<file path="src/rtl/atten_chain_pkg.sv">
package atten_chain_pkg;

    typedef enum logic [2:0] {
        ST_IDLE,
        ST_RST_LOW,
        ST_RST_GAP,
        ST_SCK_LOW,
        ST_SCK_HIGH,
        ST_TAIL
    } seq_state_e;

    // Smallest whole number of system cycles covering a time in ns (at least one).
    function automatic int ns_to_cyc(input int ns, input int period_ns);
        int c;
        c = (ns + period_ns - 1) / period_ns;
        return (c < 1) ? 1 : c;
    endfunction

    function automatic int max4(input int a, input int b, input int c, input int d);
        int m;
        m = a;
        if (b > m) m = b;
        if (c > m) m = c;
        if (d > m) m = d;
        return m;
    endfunction

endpackage

</file>
<file path="src/rtl/atten_frame_pack.sv">
module atten_frame_pack #(
    parameter int N_DEV  = 2,
    parameter int CODE_W = 6,
    parameter int RSV_W  = 2
) (
    input  logic [N_DEV*CODE_W-1:0]          codes_i,
    output logic [N_DEV*(CODE_W+RSV_W)-1:0]  frame_o,
    output logic [CODE_W+RSV_W-1:0]          lead_word_o
);
    localparam int WORD_W = CODE_W + RSV_W;

    // Bit i of frame_o is the i-th bit on the wire; the far device's word goes first,
    // each word carries reserved zeros in its low bits and the code above them.
    for (genvar g = 0; g < N_DEV; g++) begin : g_word
        assign frame_o[(N_DEV-1-g)*WORD_W +: WORD_W] =
            {codes_i[g*CODE_W +: CODE_W], {RSV_W{1'b0}}};
    end

    assign lead_word_o = frame_o[WORD_W-1:0];

endmodule

</file>
<file path="src/rtl/atten_readback_cmp.sv">
module atten_readback_cmp #(
    parameter int WORD_W = 8,
    parameter int BIT_W  = 4
) (
    input  logic              clk,
    input  logic              rst_n,
    input  logic              arm_i,
    input  logic              enable_i,
    input  logic [WORD_W-1:0] expect_i,
    input  logic              sample_i,
    input  logic [BIT_W-1:0]  bit_idx_i,
    input  logic              sdo_i,
    output logic              mismatch_o
);
    localparam int IDX_W = (WORD_W > 1) ? $clog2(WORD_W) : 1;

    typedef struct packed {
        logic              en;
        logic [WORD_W-1:0] ref_w;
        logic              mis;
    } cmp_t;

    cmp_t cmp_d, cmp_q;
    logic             in_win;
    logic [IDX_W-1:0] rel_idx;

    always_comb begin
        cmp_d   = cmp_q;
        in_win  = (int'(bit_idx_i) >= WORD_W) && (int'(bit_idx_i) < 2*WORD_W);
        rel_idx = IDX_W'(int'(bit_idx_i) - WORD_W);
        if (arm_i) begin
            cmp_d.en    = enable_i;
            cmp_d.ref_w = expect_i;
            cmp_d.mis   = 1'b0;
        end else if (cmp_q.en && sample_i && in_win) begin
            if (sdo_i != cmp_q.ref_w[rel_idx]) begin
                cmp_d.mis = 1'b1;
            end
        end
    end

    always_ff @(posedge clk or negedge rst_n) begin
        if (!rst_n) begin
            cmp_q <= '0;
        end else begin
            cmp_q <= cmp_d;
        end
    end

    assign mismatch_o = cmp_q.mis;

    // the flag can only be raised while the compare is enabled for the frame
    a_r10_flag_needs_enable: assert property (@(posedge clk) disable iff (!rst_n)
        $rose(cmp_q.mis) |-> $past(cmp_q.en));

    // an arm always leaves the flag clear
    a_r10_arm_clears: assert property (@(posedge clk) disable iff (!rst_n)
        arm_i |=> !mismatch_o);

endmodule

</file>
<file path="src/rtl/atten_chain_master.sv">
module atten_chain_master
    import atten_chain_pkg::*;
#(
    parameter int N_DEV             = 2,
    parameter int CODE_W            = 6,
    parameter int RSV_W             = 2,
    parameter int SYS_PERIOD_NS     = 20,
    parameter int SCK_MIN_PERIOD_NS = 50,
    parameter int RST_SETUP_NS      = 20,
    parameter int CS_SETUP_NS       = 40,
    parameter int RST_PULSE_CYC     = 2
) (
    input  logic                    clk,
    input  logic                    rst_n,
    input  logic                    start_i,
    input  logic                    do_reset_i,
    input  logic                    check_en_i,
    input  logic [N_DEV*CODE_W-1:0] codes_i,
    input  logic                    sdo_i,
    output logic                    busy_o,
    output logic                    sck_o,
    output logic                    sdi_o,
    output logic                    cs_n_o,
    output logic                    dev_rst_n_o,
    output logic                    mismatch_o
);
    localparam int WORD_W       = CODE_W + RSV_W;
    localparam int FRAME_W      = N_DEV * WORD_W;
    localparam int BIT_W        = (FRAME_W > 1) ? $clog2(FRAME_W) : 1;
    localparam int HALF_CYC     = ns_to_cyc((SCK_MIN_PERIOD_NS + 1) / 2, SYS_PERIOD_NS);
    localparam int RST_GAP_CYC  = ns_to_cyc(RST_SETUP_NS, SYS_PERIOD_NS);
    localparam int CS_SETUP_CYC = ns_to_cyc(CS_SETUP_NS, SYS_PERIOD_NS);
    localparam int MAX_CYC      = max4(HALF_CYC, RST_GAP_CYC, CS_SETUP_CYC, RST_PULSE_CYC);
    localparam int TMR_W        = $clog2(MAX_CYC + 1);
    localparam logic [BIT_W-1:0] LAST_BIT = BIT_W'(FRAME_W - 1);

    typedef struct packed {
        seq_state_e         st;
        logic [TMR_W-1:0]   tmr;
        logic [BIT_W-1:0]   bit_idx;
        logic [FRAME_W-1:0] shreg;
        logic               sck;
        logic               sdi;
        logic               cs_n;
        logic               dev_rst_n;
    } seq_t;

    seq_t seq_d, seq_q;

    logic [FRAME_W-1:0] frame;
    logic [WORD_W-1:0]  lead_word;
    logic               accept;
    logic               sample;

    atten_frame_pack #(
        .N_DEV (N_DEV),
        .CODE_W(CODE_W),
        .RSV_W (RSV_W)
    ) pack_i (
        .codes_i    (codes_i),
        .frame_o    (frame),
        .lead_word_o(lead_word)
    );

    always_comb begin
        seq_d  = seq_q;
        accept = 1'b0;
        sample = 1'b0;
        unique case (seq_q.st)
            ST_IDLE: begin
                seq_d.cs_n      = 1'b1;
                seq_d.sck       = 1'b0;
                seq_d.dev_rst_n = 1'b1;
                if (start_i) begin
                    accept        = 1'b1;
                    seq_d.shreg   = frame;
                    seq_d.bit_idx = '0;
                    if (do_reset_i) begin
                        seq_d.st        = ST_RST_LOW;
                        seq_d.dev_rst_n = 1'b0;
                        seq_d.tmr       = TMR_W'(RST_PULSE_CYC - 1);
                    end else begin
                        seq_d.st   = ST_SCK_LOW;
                        seq_d.cs_n = 1'b0;
                        seq_d.sdi  = frame[0];
                        seq_d.tmr  = TMR_W'(HALF_CYC - 1);
                    end
                end
            end
            ST_RST_LOW: begin
                if (seq_q.tmr == '0) begin
                    seq_d.st        = ST_RST_GAP;
                    seq_d.dev_rst_n = 1'b1;
                    seq_d.tmr       = TMR_W'(RST_GAP_CYC - 1);
                end else begin
                    seq_d.tmr = seq_q.tmr - 1'b1;
                end
            end
            ST_RST_GAP: begin
                if (seq_q.tmr == '0) begin
                    seq_d.st   = ST_SCK_LOW;
                    seq_d.cs_n = 1'b0;
                    seq_d.sdi  = seq_q.shreg[0];
                    seq_d.tmr  = TMR_W'(HALF_CYC - 1);
                end else begin
                    seq_d.tmr = seq_q.tmr - 1'b1;
                end
            end
            ST_SCK_LOW: begin
                if (seq_q.tmr == '0) begin
                    seq_d.st  = ST_SCK_HIGH;
                    seq_d.sck = 1'b1;
                    sample    = 1'b1;
                    seq_d.tmr = TMR_W'(HALF_CYC - 1);
                end else begin
                    seq_d.tmr = seq_q.tmr - 1'b1;
                end
            end
            ST_SCK_HIGH: begin
                if (seq_q.tmr == '0) begin
                    seq_d.sck = 1'b0;
                    if (seq_q.bit_idx == LAST_BIT) begin
                        seq_d.st  = ST_TAIL;
                        seq_d.tmr = TMR_W'(CS_SETUP_CYC - 1);
                    end else begin
                        seq_d.st      = ST_SCK_LOW;
                        seq_d.bit_idx = seq_q.bit_idx + 1'b1;
                        seq_d.shreg   = seq_q.shreg >> 1;
                        seq_d.sdi     = seq_q.shreg[1];
                        seq_d.tmr     = TMR_W'(HALF_CYC - 1);
                    end
                end else begin
                    seq_d.tmr = seq_q.tmr - 1'b1;
                end
            end
            ST_TAIL: begin
                if (seq_q.tmr == '0) begin
                    seq_d.st   = ST_IDLE;
                    seq_d.cs_n = 1'b1;
                end else begin
                    seq_d.tmr = seq_q.tmr - 1'b1;
                end
            end
            default: begin
                seq_d.st = ST_IDLE;
            end
        endcase
    end

    always_ff @(posedge clk or negedge rst_n) begin
        if (!rst_n) begin
            seq_q           <= '0;
            seq_q.st        <= ST_IDLE;
            seq_q.cs_n      <= 1'b1;
            seq_q.dev_rst_n <= 1'b1;
        end else begin
            seq_q <= seq_d;
        end
    end

    atten_readback_cmp #(
        .WORD_W(WORD_W),
        .BIT_W (BIT_W)
    ) cmp_i (
        .clk       (clk),
        .rst_n     (rst_n),
        .arm_i     (accept),
        .enable_i  (check_en_i),
        .expect_i  (lead_word),
        .sample_i  (sample),
        .bit_idx_i (seq_q.bit_idx),
        .sdo_i     (sdo_i),
        .mismatch_o(mismatch_o)
    );

    assign busy_o      = (seq_q.st != ST_IDLE);
    assign sck_o       = seq_q.sck;
    assign sdi_o       = seq_q.sdi;
    assign cs_n_o      = seq_q.cs_n;
    assign dev_rst_n_o = seq_q.dev_rst_n;

    // Checker-only run-length counters for the timing windows
    logic [TMR_W-1:0] low_run_q;
    logic [TMR_W-1:0] rst_run_q;

    always_ff @(posedge clk or negedge rst_n) begin
        if (!rst_n) begin
            low_run_q <= '0;
            rst_run_q <= '0;
        end else begin
            if (sck_o) low_run_q <= '0;
            else if (low_run_q < TMR_W'(CS_SETUP_CYC)) low_run_q <= low_run_q + 1'b1;
            if (!dev_rst_n_o) rst_run_q <= '0;
            else if (rst_run_q < TMR_W'(RST_GAP_CYC)) rst_run_q <= rst_run_q + 1'b1;
        end
    end

    // the bus is quiet whenever no frame is in progress
    a_r8_idle_quiet: assert property (@(posedge clk) disable iff (!rst_n)
        !busy_o |-> (cs_n_o && !sck_o && dev_rst_n_o));

    // data moves only with a falling clock while selected
    a_r4_sdi_on_fall: assert property (@(posedge clk) disable iff (!rst_n)
        (!cs_n_o && $past(!cs_n_o) && !$stable(sdi_o)) |-> $fell(sck_o));

    // select rises only after the hold-off following the last clock edge
    a_r6_cs_setup: assert property (@(posedge clk) disable iff (!rst_n)
        $rose(cs_n_o) |-> (low_run_q >= TMR_W'(CS_SETUP_CYC)));

    // first clock edge respects the reset-to-clock gap
    a_r7_rst_gap: assert property (@(posedge clk) disable iff (!rst_n)
        $rose(sck_o) |-> (rst_run_q >= TMR_W'(RST_GAP_CYC)));

    // the chain reset is only pulsed while deselected
    a_r7_rst_deselected: assert property (@(posedge clk) disable iff (!rst_n)
        !dev_rst_n_o |-> cs_n_o);

    // busy ends exactly with the select rise
    a_r9_busy_ends_with_cs: assert property (@(posedge clk) disable iff (!rst_n)
        $fell(busy_o) |-> $rose(cs_n_o));

    // a clock high phase never collapses to a single cycle when two or more are required
    if (HALF_CYC > 1) begin : g_half_chk
        a_r5_high_phase: assert property (@(posedge clk) disable iff (!rst_n)
            $rose(sck_o) |=> sck_o);
    end

endmodule

</file>
<file path="config.mk">
export PLATFORM = sky130hd
export DESIGN_NAME = atten_chain_master
export DESIGN_NICKNAME = d
export VERILOG_FILES = /design/src/rtl/atten_chain_pkg.sv /design/src/rtl/atten_frame_pack.sv /design/src/rtl/atten_readback_cmp.sv /design/src/rtl/atten_chain_master.sv
export SDC_FILE = /design/constraint.sdc
export NUM_CORES = 1
export LEC_CHECK = 0
export BUFFER_PORTS_ARGS = -buffer_cell sky130_fd_sc_hd__buf_2
export CAP_MARGIN = 20
export CORE_ASPECT_RATIO = 1.2
export CORE_MARGIN = 5
export CORE_UTILIZATION = 59
export DETAILED_ROUTE_END_ITERATION = 6
export PLACE_DENSITY = 0.85
export RECOVER_POWER = 50
export SYNTH_ARGS = -nofsm -noshare
export SYNTH_HDL_FRONTEND = slang
export SYNTH_HIERARCHICAL = 1
export SYNTH_SLANG_ARGS = --single-unit
</file>
<file path="constraint.sdc">
create_clock -name clk -period 2.8 [get_ports clk]
set_input_delay 0.42 -clock clk [delete_from_list [all_inputs] [get_ports clk]]
set_output_delay 0.42 -clock clk [all_outputs]
set_load 0.01 [all_outputs]
</file>
# After elaboration in Yosys (flattened, before gate mapping)
# Cells that the tools add are included.
[op_classes]
add_sub_neg = 3
order_cmp = 2
n_eq_ne = 16
muxes = 36
reduce_logical = 22
[op_table]
columns = ["cell", "count"]
rows = [
  ["$pmux 20 s2", 1],
  ["$mux 25", 1],
  ["$mux 22", 1],
  ["$mux 20", 1],
  ["$mux 3", 6],
  ["$ne 2x2->1 const B", 9],
  ["$pmux 3 s6", 1],
  ["$mux 2", 6],
  ["$reduce_and 6->1", 2],
  ["$reduce_bool 3->1", 4],
  ["$mux 1", 11],
  ["$pmux 2 s5", 1],
  ["$pmux 1 s3", 3],
  ["$reduce_and 3->1", 3],
  ["$reduce_bool 2->1", 4],
  ["$eq 3x2->1 const B", 2],
  ["$eq 3x3->1 const B", 2],
  ["$mux 5", 1],
  ["$reduce_bool 5->1", 1],
  ["$add 4x1->4 const B", 1],
  ["$eq 4x4->1 const B", 1],
  ["$ge 4x4->1 const B", 1],
  ["$lt 3x4->1 const B", 1],
  ["$mux 4", 1],
  ["other kinds (12)", 14],
]
[word_totals]
reg_bits = 37
in_bits = 18
out_inout_bits = 6
word_cells = 90

# Longest topological paths before layout
[logic_depth]
word_depth = 7
mapped_depth = 8
mapped_depth_nobuf = 6

# Cells and area by module
# Netlist, hierarchy kept.
[by_module_without_submodules]
columns = ["module", "n_inst", "cells_each", "area_each_um2", "seq_area_each_um2"]
rows = [
  ["atten_chain_master", 1, 187, 1736.7, 728.2],
  ["atten_readback_cmp", 1, 28, 450.4, 250.2],
  ["atten_frame_pack", 1, 25, 183.9, 0.0],
]

# Worst setup path after synthesis
# No wires, ideal clock.
[synth_path]
kind = "register to register"
from = "register seq_q[26] (netlist name)"
to = "register cmp_i.cmp_q, in the netlist cmp_i/mismatch_o"
setup_time_ns = 0.126
t_arrival_ns = 1.629
required_ns = 2.674
setup_slack_ns = 1.045
stages_incl_launch_ff = 6
path_buffers = 1
synth_period_minus_slack_ns = 1.755
cell_sequence = "dfrtp_1 or2_2 nor2_1 clkbuf_1 inv_1 a221o_1"
[synth_between]
elab_cells_between_ends = 10
classes_between = "eq/ne: 1; mux: 3; reduce/logical: 6"
[synth_rtl]
columns = ["item", "line", "text"]
rows = [
  ["start: declaration", "atten_chain_master.sv:48", "seq_t seq_d, seq_q;"],
  ["start signal: assignment", "atten_chain_master.sv:157", "seq_q <= seq_d;"],
  ["$logic_not 3->1 *", "atten_chain_master.sv:69", "unique case (seq_q.st)"],
  ["$mux 1 *", "atten_chain_master.sv:69", ""],
  ["named net accept", "atten_chain_master.sv:52", "logic accept;"],
  ["$reduce_bool 2->1 (no source line)", "-", ""],
  ["$reduce_and 2->1 (no source line)", "-", ""],
  ["end signal: assignment", "atten_readback_cmp.sv:46", "cmp_q <= cmp_d;"],
  ["end: declaration", "atten_readback_cmp.sv:23", "cmp_t cmp_d, cmp_q;"],
]
# The timed path passes the listed nets; every way through them passes the cells marked *.
# A chain may end at the register's enable or synchronous reset.

# Worst setup path after layout
[layout_path]
from = "register seq_q[28] (netlist name)"
to = "output busy_o"
[layout_between]
elab_chain_cells = 1
[layout_lines]
columns = ["item", "line", "text"]
rows = [
  ["$reduce_bool 3->1", "atten_chain_master.sv:176", "assign busy_o = (seq_q.st != ST_IDLE);"],
  ["end: declaration", "atten_chain_master.sv:20", "output logic busy_o,"],
]
# No other way between the ends.

==> flow_metrics.py <==
metrics = {
    "status": {
        "status": "finished, violations left",
        "violations": "max-capacitance violations, max-slew violations",
    },
    "sta": {
        "setup_tns_ns": 0,
        "rsz0062_at_grt": "false",
        "maxSlewViolCount": 40,
        "finClkSkew_ns": 0.00768,
        "finalSetupViolCount": 0,
        "layout_setup_ws_ns": 0.808,
        "finalHoldWorstSlack_ns": 0.338,
        "fmax_mhz": 502,
        "slew_headroom": -0.352,
        "post-route-min-period_ns": 1.99,
        "fin_crit_sh": 0.712,
        "tightest_slew_ns": 2.03,
        "hold_violations": 0,
    },
    "logic_synthesis": {
        "synth_area_leader_cell": "dfrtp_1",
        "synth_area_leaders": "dfrtp_1 (39%), buf_4 (9.2%), a21oi_1 (7.8%), mux2i_1 (6.8%), mux2_2 (5.7%)",
        "synth_top_flop_cell": "dfrtp_1",
        "ys_warn_count": 6,
        "yosysSeqAreaShare": 0.413,
        "yosysTopAreaCellShare": 0.391,
        "syn-instance-count": 240,
        "synth_edf_count": 0,
        "yosys_register_bits": 39,
        "synth_area_um2": 2370,
        "postSynthAreaPerCell_um2": 9.88,
        "synth_cell_types": 48,
        "async_flop_share": 1.00,
    },
    "clock_tree": {
        "clkTransAtPathRegs_ns": 0.07,
        "tritoncts": "built",
        "cts-resized-gates": 0,
        "worst_skew_pair.late_latency_ns": 0.29,
        "cts_setup_buffers": 0,
        "ctsHoldBuffers": 0,
        "cts_buffer_depth": 2,
        "cts-root-buf": "clkbuf_8",
        "cts.sinks": 39,
        "htreeDepth": 2,
        "cts_buffers": 5,
    },
    "pwr": {
        "power.density_nw_per_um2": 404,
        "pwr-share-comb": 0.045,
        "peakVddDrop_v": 0.000332,
        "p_sw_mw": 0.210,
        "p_clk_frac": 0.364,
        "p_int_mw": 0.766,
        "p_leak_nw": 1.19,
        "p_seq_frac": 0.591,
        "switching_share": 0.215,
    },
    "placed_design": {
        "numPlacedInstances": 289,
        "place.gp.congestion": 0.839,
        "dp_hpwl_um": 3080,
        "port_buffers": 23,
        "place_area_um2": 2340,
        "pre_cts_slack_ns": 0.898,
    },
    "critical_path": {
        "critPathCaptureType": "output port",
        "crit_cells": 3,
        "arrival_ns": 1.57,
        "start_kind": "flop",
        "slowest_stage": "dfrtp_1",
        "crit_type": "flop to output port",
        "crit_required_ns": 2.38,
        "worstPathMaxFanout": 22,
        "crit_family": "flip-flops",
        "r2r_cells": 5,
        "r2r-start": "seq_q[20]",
        "slowest_delay_ns": 0.51,
        "path_cells": "buf_4 -> or3_1 -> buf_2",
        "crit_start": "seq_q[28]",
        "cp_num_buf_inv": 2,
    },
    "detailed_routing": {
        "antenna_left": 0,
        "wl_per_cell_um": 14.7,
        "first_pass_iters": 4,
        "drc_errors": 0,
        "vias": 1682,
        "via_per_inst": 5.66,
        "drt_wl_total_um": 4360,
        "drt_iter0_drc": 97,
    },
    "layout": {
        "layout-drive-gt1-share": 0.202,
        "syn_to_final_growth_pct": 1.95,
        "n_fill_cell": 331,
        "layout.nets": 264,
        "layout.cells.non_filler": 297,
        "design_area_um2": 2420,
        "diodes": 0,
    },
    "floorplan": {
        "dieArea_um2": 5390,
        "die_x_um": 67.9,
        "rows": 25,
        "die_h_um": 79.4,
        "start_util": 0.606,
        "num_io_pins": 24,
        "core_um2": 3910,
    },
    "grt": {
        "antenna_found_initial": 0,
        "grt_use_total": 0.185,
        "grt_overflow_total": 0,
        "grt_pass1_wl_um": 7590,
        "grt_max_degree": 40,
        "grt_pass1_vias": 1660,
    },
    "flow_run": {
        "maxCapViolCount": 1,
    },
    "worst_hold_path": {
        "hold_class": "primary input to flop",
        "min_from": "do_reset_i",
        "min_path_cells": 2,
    },
}
## cell usage in the layout, fill, tap and decap left out, drive strengths merged, types with 2 or more instances in the layout
cell type	instances
a21o	3
a21oi	37
a22o	3
and2	2
and2b	3
and3	4
buf	25
clkbuf	11
conb	6
dfrtp	37
dfstp	2
ha	4
inv	8
mux2	12
mux2i	16
mux4	2
nand2	9
nand2b	3
nand3	4
nor2	9
nor2b	3
nor3	2
o211ai	2
o21ai	15
o22ai	2
## worst register-to-register path, delay by kind of cell, from the launching register on
family	cells	cell delay, ns
and+or+nand+nor	2	0.74
DFF	1	0.46
AOI/OAI and AO/OA	2	0.30
adders and majority gates	1	0.28
## synthesized netlist by cell type, drive strengths merged, types with 4 or more instances
| library cell | instances |
|---|---|
| a21oi | 37 |
| dfrtp | 37 |
| buf | 36 |
| mux2i | 16 |
| o21ai | 15 |
| mux2 | 12 |
| nand2 | 9 |
| nor2 | 9 |
| inv | 8 |
| and3 | 4 |
| ha | 4 |
| nand3 | 4 |
## metal layers
metal | track usage | routed length (um) | vias up
met2 | 0.294 | 2150 | 31
met1 | 0.242 | 1970 | 813
li1 | - | - | 830
met5 | 0 | 0 | -
met4 | 0.0875 | 99 | 0
met3 | 0.0324 | 146 | 8
## worst paths after layout
check | endpoint | slack [ns]
max in group asynchronous | seq_q[5] | 0.93
worst max register to register | seq_q[9] | 0.88
worst min-delay path | dev_rst_n_o | 0.34
worst max-delay path | busy_o | 0.81
min in group asynchronous | cmp_i/mismatch_o | 0.70
worst min register to register | sdi_o | 0.50
## flip-flops by register name, indices dropped and copies added (netlist names)
name	flops
seq_q	25
cmp_i/cmp_q	9
cmp_i/mismatch_o	1
cs_n_o	1
dev_rst_n_o	1
sck_o	1
sdi_o	1
## cell families (layout without fill, tap and decap cells)
logic type / count (synthesis) / after routing / synth area share
compound gates: 71 / 71 / 0.177
simple gates: 47 / 47 / 0.108
buf+inv: 47 / 45 / 0.129
flops: 39 / 39 / 0.413
mux: 30 / 30 / 0.147
fa+ha+maj: 4 / 4 / 0.0211
other cells: 1 / 6 / 0.00158
xor+xnor: 1 / 1 / 0.00369
## power by group through the flow
stage	Clock, mW	Combinational [mW]	Sequential, mW
floorplan	0	0.0402	0.586
global placement	0	0.0454	0.586
detailed placement	0	0.0462	0.587
CTS	0.369	0.0462	0.577
global route	0.400	0.0505	0.577
finish	0.355	0.0443	0.577
## stage by stage
stage | util | total power, mW
after floorplan | - | 0.627
after detailed placement | 0.599 | 0.633
after global routing | 0.618 | 1.03
after CTS | 0.620 | 0.992
after global placement | 0.599 | 0.632
final | 0.618 | 0.976
## area by class of cell
cell class,count,area (um^2),share of cell area
clock buffers,7,76.3,0.0316
clock inverters,1,5.00,0.00207
inverters,8,30.0,0.0124
multi-input cells,159,1100,0.457
flip-flops and latches,39,978,0.405
well taps,54,67.6,0.0280
repair buffers,29,155,0.0642
Power figures use the tool's default switching activity.
